### config.mk
export PLATFORM = sky130hd
export DESIGN_NAME = phy_irq_unit
export DESIGN_NICKNAME = d
export VERILOG_FILES = /design/src/rtl/phy_irq_pkg.sv /design/src/rtl/phy_irq_mask_reg.sv /design/src/rtl/phy_irq_cause_gate.sv /design/src/rtl/phy_irq_status_reg.sv /design/src/rtl/phy_irq_unit.sv
export SDC_FILE = /design/constraint.sdc
export NUM_CORES = 1
export LEC_CHECK = 0
export BUFFER_PORTS_ARGS = -buffer_cell sky130_fd_sc_hd__buf_4
export CELL_PAD_IN_SITES_DETAIL_PLACEMENT = 1
export CELL_PAD_IN_SITES_GLOBAL_PLACEMENT = 1
export CORE_MARGIN = 3
export CORE_UTILIZATION = 26
export DETAILED_ROUTE_END_ITERATION = 6
export PLACE_DENSITY_LB_ADDON = 0.1
export REMOVE_ABC_BUFFERS = 1
export SYNTH_ARGS = -nofsm -noshare
export SYNTH_HDL_FRONTEND = slang
export SYNTH_SLANG_ARGS = --single-unit
export TNS_END_PERCENT = 20
### constraint.sdc
create_clock -name clk -period 0.85 [get_ports clk]
set_input_delay 0.0425 -clock clk [delete_from_list [all_inputs] [get_ports clk]]
set_output_delay 0.0425 -clock clk [all_outputs]
set_load 0.01 [all_outputs]
### src/rtl/phy_irq_pkg.sv
package phy_irq_pkg;
  localparam int REG_W     = 16;
  localparam int ADDR_W    = 5;
  localparam int N_EVT     = 8;
  localparam int ABIL_W    = 4;
  localparam logic [ADDR_W-1:0] ADDR_MASK = 5'd25;
  localparam logic [ADDR_W-1:0] ADDR_STAT = 5'd26;
  localparam int SUM_BIT   = 15;
  localparam logic [REG_W-1:0] MASK_RW   = 16'hFE06;
  localparam logic [REG_W-1:0] CAUSE_SET = 16'h7E06;

  typedef enum logic [2:0] {
    EV_SPEED  = 3'd0,
    EV_LINK   = 3'd1,
    EV_DUPLEX = 3'd2,
    EV_AN_ERR = 3'd3,
    EV_AN_OK  = 3'd4,
    EV_PD_DET = 3'd5,
    EV_DSHIFT = 3'd6,
    EV_MS_ERR = 3'd7
  } evt_e;

  function automatic int cause_pos(input int k);
    case (k)
      0: cause_pos = 14;
      1: cause_pos = 13;
      2: cause_pos = 12;
      3: cause_pos = 11;
      4: cause_pos = 10;
      5: cause_pos = 9;
      6: cause_pos = 2;
      default: cause_pos = 1;
    endcase
  endfunction
endpackage

### src/rtl/phy_irq_mask_reg.sv
module phy_irq_mask_reg
  import phy_irq_pkg::*;
(
  input  logic             clk,
  input  logic             rst_n,
  input  logic             wr_en,
  input  logic [REG_W-1:0] wdata,
  output logic [REG_W-1:0] mask_q
);
  always_ff @(posedge clk) begin
    if (!rst_n)     mask_q <= '0;
    else if (wr_en) mask_q <= wdata & MASK_RW;
  end
endmodule

### src/rtl/phy_irq_cause_gate.sv
module phy_irq_cause_gate
  import phy_irq_pkg::*;
(
  input  logic [N_EVT-1:0]  evt,
  input  logic [REG_W-1:0]  mask_q,
  input  logic              an_en,
  input  logic [ABIL_W-1:0] abil,
  output logic [REG_W-1:0]  set_vec
);
  logic [N_EVT-1:0] qual;

  genvar gi;
  generate
    for (gi = 0; gi < N_EVT; gi++) begin : g_qual
      if (gi == int'(EV_SPEED) || gi == int'(EV_DUPLEX)) begin : g_an
        assign qual[gi] = an_en;
      end else if (gi == int'(EV_DSHIFT)) begin : g_ds
        assign qual[gi] = &abil;
      end else begin : g_free
        assign qual[gi] = 1'b1;
      end
    end
  endgenerate

  always_comb begin
    set_vec = '0;
    for (int k = 0; k < N_EVT; k++) begin
      set_vec[cause_pos(k)] = evt[k] & qual[k] & mask_q[cause_pos(k)];
    end
  end
endmodule

### src/rtl/phy_irq_status_reg.sv
module phy_irq_status_reg
  import phy_irq_pkg::*;
(
  input  logic             clk,
  input  logic             rst_n,
  input  logic             rd_clr,
  input  logic [REG_W-1:0] set_vec,
  output logic [REG_W-1:0] status_q,
  output logic [REG_W-1:0] stat_word
);
  logic [REG_W-1:0] kept;
  logic             summary;

  assign kept    = rd_clr ? '0 : status_q;
  assign summary = |status_q;

  always_ff @(posedge clk) begin
    if (!rst_n) status_q <= '0;
    else        status_q <= (kept | set_vec) & CAUSE_SET;
  end

  always_comb begin
    stat_word          = status_q;
    stat_word[SUM_BIT] = summary;
  end
endmodule

### src/rtl/phy_irq_unit.sv
module phy_irq_unit
  import phy_irq_pkg::*;
(
  input  logic              clk,
  input  logic              rst_n,
  input  logic              acc_wr,
  input  logic              acc_rd,
  input  logic [ADDR_W-1:0] acc_addr,
  input  logic [REG_W-1:0]  acc_wdata,
  output logic [REG_W-1:0]  acc_rdata,
  input  logic [N_EVT-1:0]  link_evt,
  input  logic              autoneg_en,
  input  logic [ABIL_W-1:0] adv_abil,
  output logic              irq_n
);
  logic [REG_W-1:0] mask_q;
  logic [REG_W-1:0] set_vec;
  logic [REG_W-1:0] status_q;
  logic [REG_W-1:0] stat_word;
  logic             mask_wr;
  logic             stat_rd;

  assign mask_wr = acc_wr && (acc_addr == ADDR_MASK);
  assign stat_rd = acc_rd && (acc_addr == ADDR_STAT);

  phy_irq_mask_reg u_mask (
    .clk    (clk),
    .rst_n  (rst_n),
    .wr_en  (mask_wr),
    .wdata  (acc_wdata),
    .mask_q (mask_q)
  );

  phy_irq_cause_gate u_gate (
    .evt     (link_evt),
    .mask_q  (mask_q),
    .an_en   (autoneg_en),
    .abil    (adv_abil),
    .set_vec (set_vec)
  );

  phy_irq_status_reg u_stat (
    .clk       (clk),
    .rst_n     (rst_n),
    .rd_clr    (stat_rd),
    .set_vec   (set_vec),
    .status_q  (status_q),
    .stat_word (stat_word)
  );

  always_comb begin
    case (acc_addr)
      ADDR_MASK: acc_rdata = mask_q;
      ADDR_STAT: acc_rdata = stat_word;
      default:   acc_rdata = '0;
    endcase
  end

  assign irq_n = ~(mask_q[SUM_BIT] & stat_word[SUM_BIT]);
endmodule

== Yosys cells after proc, flatten, opt, wreduce, memory -nomap -nowiden ==
Cells that the tools add are included.

* Word-level logic and storage cells: 24
* Bits of input ports: 38
* Bits in registers: 17

* Eq/ne operators: 2
* Bitwise gates (word level): 14
* Multiplexer cells: 2
* Reductions and logical operators: 4

{| class="wikitable"
|+ Operator list
! kind !! number
|-
| 16-bit one-hot mux with 2 select lines || 1
|-
| 16-bit OR reduction || 1
|-
| 15-bit 2-to-1 mux || 1
|-
| 15-bit bitwise OR || 1
|-
| 1-bit AND || 12
|-
| 5-bit equality test (second input constant) || 2
|-
| 4-bit AND reduction || 1
|-
| 1-bit logical AND || 2
|-
| 1-bit inverter || 1
|}

== Depth between registers and ports, before layout ==
* Depth after elaboration: 4
* Depth in mapped cells: 4
* Gate-level depth less buffers: 3

== Modules after synthesis ==
From an unflattened synthesis, not the netlist that was laid out.

* Cell total of the unflattened synthesis: 169
* Area total of the unflattened synthesis: 1413.9 µm²

{| class="wikitable"
|+ Modules (own cells, without submodules)
! module !! area each (µm²) !! seq. area each (µm²) !! instances !! cells each
|-
| phy_irq_status_reg || 475.5 || 160.2 || 1 || 53
|-
| phy_irq_unit || 422.9 || 0.0 || 1 || 61
|-
| phy_irq_mask_reg || 394.1 || 180.2 || 1 || 36
|-
| phy_irq_cause_gate || 121.4 || 0.0 || 1 || 19
|}

== Worst setup path before layout ==
Ideal clock, no wire load.

* Path kind: reg2out
* Start: reg u_stat.status_q[1]
* End: out acc_rdata[15]
* Buffers on the path: 0
* Data required time: 808 ps
* Data arrival time: 873 ps
* Stages on the path, launching flop included: 4
* Setup slack: -66 ps
* Cell sequence: dfxtp_1 -> nor4_1 -> nand2_1 -> a22o_1

* Cells in the longest elaborated chain, start to end: 2

{| class="wikitable"
|+ RTL lines
! what !! line !! text
|-
| start: declaration || phy_irq_status_reg.sv:8 || <nowiki>output logic [REG_W-1:0] status_q,</nowiki>
|-
| start signal: assignment || phy_irq_status_reg.sv:19 || <nowiki>else status_q <= (kept | set_vec) & CAUSE_SET;</nowiki>
|-
| 16-bit OR reduction || phy_irq_status_reg.sv:15 || <nowiki>assign summary = |status_q;</nowiki>
|-
| 16-bit one-hot mux with 2 select lines || phy_irq_unit.sv:52 || <nowiki>case (acc_addr)</nowiki>
|-
| end: declaration || phy_irq_unit.sv:10 || <nowiki>output logic [REG_W-1:0] acc_rdata,</nowiki>
|}

No other way between the ends.

== Final worst setup path ==
* Start: reg u_stat.status_q[12]
* End: out acc_rdata[15]

Same word-level chain as after synthesis.

==> metrics <==
First DRT Iteration DRCs=18; top cells by area, synth=dfxtp_1, nand2_1, mux2i_1, a22o_1, buf_4; Final Hold Vio Count=0; Worst Path Arrival=between 1 and 1.5 ns; die height=65.1 um; H-tree depth=1; count of final setup violators=10; Achievable Freq=747 MHz; vias post-DR=914; Yosys cell types=20; CTS buffer count=3; core box area=between 3000 and 4000 sq um; FF-to-FF setup slack=0.08 ns; r2r startpoint=u_stat.status_q[10]$_SDFF_PN0_; area of placed instances=approximately 1300 sq um; FF-to-FF End=u_stat.status_q[10]$_SDFF_PN0_; sequential element share of the synthesized area=0.375; layout overhead on the synthesized area=62.2%; DP Worst Slack=-0.261 ns; crit path max fanout=2; worst path required time=~0.81 ns; die width=between 60 and 70 um; first-pass GRT wire length=4430 um; min cycle time layout=1.34 ns; Hold Crit Depth=3; syn_area_per_cell=a little under 9 sq um; ys async rst share=0; run status=finished with violations; Hold WS=0.00504 ns; wirelength, routed=2600 um; GRT Resource Usage Total=0.132; ANT cells=0; Worst VDD drop=0.000676 V; # DRC=0; fin crit share=1.58; WHS Endpoint=u_mask.mask_q[2]$_SDFFE_PN0P_; max-cap viol count=0; via count of the first global-routing pass=951; IO Port Bufs=40; Synth Cell Area=907 sq um; post-DR wirelength/cell=12.8 um; clock-pin slew of the registers on the worst-case setup and hold paths=0.09 ns; hold_sp=acc_wdata[2]; Power per Cell Area=987 nW/um^2; Reg2Reg Depth=4; clk_skew=0.00724 ns; worst-case clock buffer depth=2; drt via density=between 4 and 5; Worst setup SP type=flip-flop; Rows=20; Synth top cells by count=nand2_1, dfxtp_1, a22o_1, mux2i_1; clk sinks=17; Seq cells post-synth=17; fin. max-slew vios=0; EDFF count, synth=0; largest net degree at the start of global routing=35; Worst Setup Slack, final=-0.489 ns; nets=approximately 200; area leader, netlist=dfxtp_1; Primary FF master, synth=dfxtp_1; CTS tree=done; Final GP Congestion=0.698; Final Total Pwr=1.45 mW; share of layout cells above drive strength 1=0.456; DRT antenna net count=0; Initial Util=0.285; antenna violations before repair=0; DP HPWL=~1900 um; failing checks=setup timing; total I/O pin count=55; Synth top area share=0.375; critical path endpoint category=output port; HP Class=primary input to flip-flop; count leader, synth=nand2_1; Final Cell Area=about 1500 sq um; drt pass-1 iters=4; Synth Warn #=0; WS Path Type=flip-flop to output port; Leakage=roughly 0.65 nW; Die ar.=4230 sq um; RSZ-0062 raised after global routing=yes; GR Overflow Total=0; clk_lat worst skew=0.28 ns; Post-Syn Instances=102; Root Driver=clkbuf_4
-- layout make-up --
cell class | instances | area, sq um
Multi-Input combinational cell | 78 | 510
Timing Repair Buffer | 61 | 529
Sequential cell | 17 | 350
Tap cell | 44 | 55.1
Fill cell | 379 | 1710
Clock buffer | 4 | 26.3
-- state kept, by name, summed over array words and instances (netlist names) --
| register | count |
|---|---|
| u_stat.status_q | 8 |
| u_mask.mask_q | 9 |
-- timing repair --
item,CTS,global route
hold endpoints to repair,6,0
setup endpoints to repair,10,12
buffers inserted,0,2
cloned,0,0
pin swaps,11,1
gates resized for setup,23,6
hold buffers,6,0
-- worst max-delay path by stage --
stage          cells past startpoint                           start  slack, ns                             end
3_3_place_gp                       4   u_stat.status_q[1]$_SDFF_PN0_      -0.22                   acc_rdata[15]
5_1_grt                            4  u_stat.status_q[12]$_SDFF_PN0_      -0.58                   acc_rdata[15]
3_5_place_dp                       4                     acc_addr[2]      -0.26  u_mask.mask_q[10]$_SDFFE_PN0P_
6_report                           4  u_stat.status_q[12]$_SDFF_PN0_      -0.49                   acc_rdata[15]
4_1_cts                            4  u_stat.status_q[12]$_SDFF_PN0_      -0.51                   acc_rdata[15]
2_1_floorplan                      3   u_stat.status_q[1]$_SDFF_PN0_      -0.07                   acc_rdata[15]
-- worst max-delay path, stage by stage, from the launching register on --
cell,delay [ns]
dfxtp_2,0.34
nor4_2,0.25
nand2_1,0.11
a22o_1,0.21
buf_6,0.12
-- cells by family (layout without fill, tap and decap cells) --
family	count (synthesis)	after routing	synth area share
other	1	7	0.00413
AND/OR/NAND/NOR	45	45	0.287
AO/OA/AOI/OAI	17	17	0.131
buffers and inverters	13	65	0.103
flip-flops	17	17	0.375
multiplexers	9	9	0.0993
-- per-stage QoR --
stage | instances | utilization | TNS (ns)
detailed placement | 192 | 0.406 | -4.16
global placement | 192 | 0.406 | -3.90
finish | 204 | 0.463 | -2.93
CTS | 202 | 0.456 | -2.85
floorplan | 95 | - | -0.0655
global route | 204 | 0.463 | -3.53
-- layout by cell type, fill, tap and decap left out --
| master | instances |
|---|---|
| a22o_1 | 9 |
| and3b_1 | 1 |
| and4_1 | 1 |
| and4b_1 | 1 |
| and4b_4 | 1 |
| buf_4 | 40 |
| buf_6 | 15 |
| clkbuf_1 | 1 |
| clkbuf_4 | 3 |
| conb_1 | 7 |
| dfxtp_1 | 9 |
| dfxtp_2 | 8 |
| dlygate4sd3_1 | 6 |
| mux2i_1 | 9 |
| nand2_1 | 27 |
| nand2_2 | 1 |
| nand3_1 | 5 |
| nand3b_4 | 1 |
| nand4_1 | 3 |
| nor3b_4 | 2 |
| nor4_2 | 2 |
| o21ai_0 | 4 |
| o21ai_1 | 4 |
-- report_power, final --
part	leakage [nW]	switching, mW	internal [mW]
combinational	0.497	0.0916	0.136
sequential	0.141	0.00358	0.800
clock	0.0150	0.238	0.182
-- layer usage --
| layer | vias to the layer above | track usage | part of all wire |
|---|---|---|---|
| li1 | 464 | - | - |
| met1 | 417 | 0.170 | 0.45 |
| met2 | 31 | 0.217 | 0.48 |
| met3 | 2 | 0.0399 | 0.070 |
| met4 | 0 | 0.0311 | 0.0046 |
| met5 | - | 0 | 0 |
Note: power is estimated with default switching activity, not from simulation.
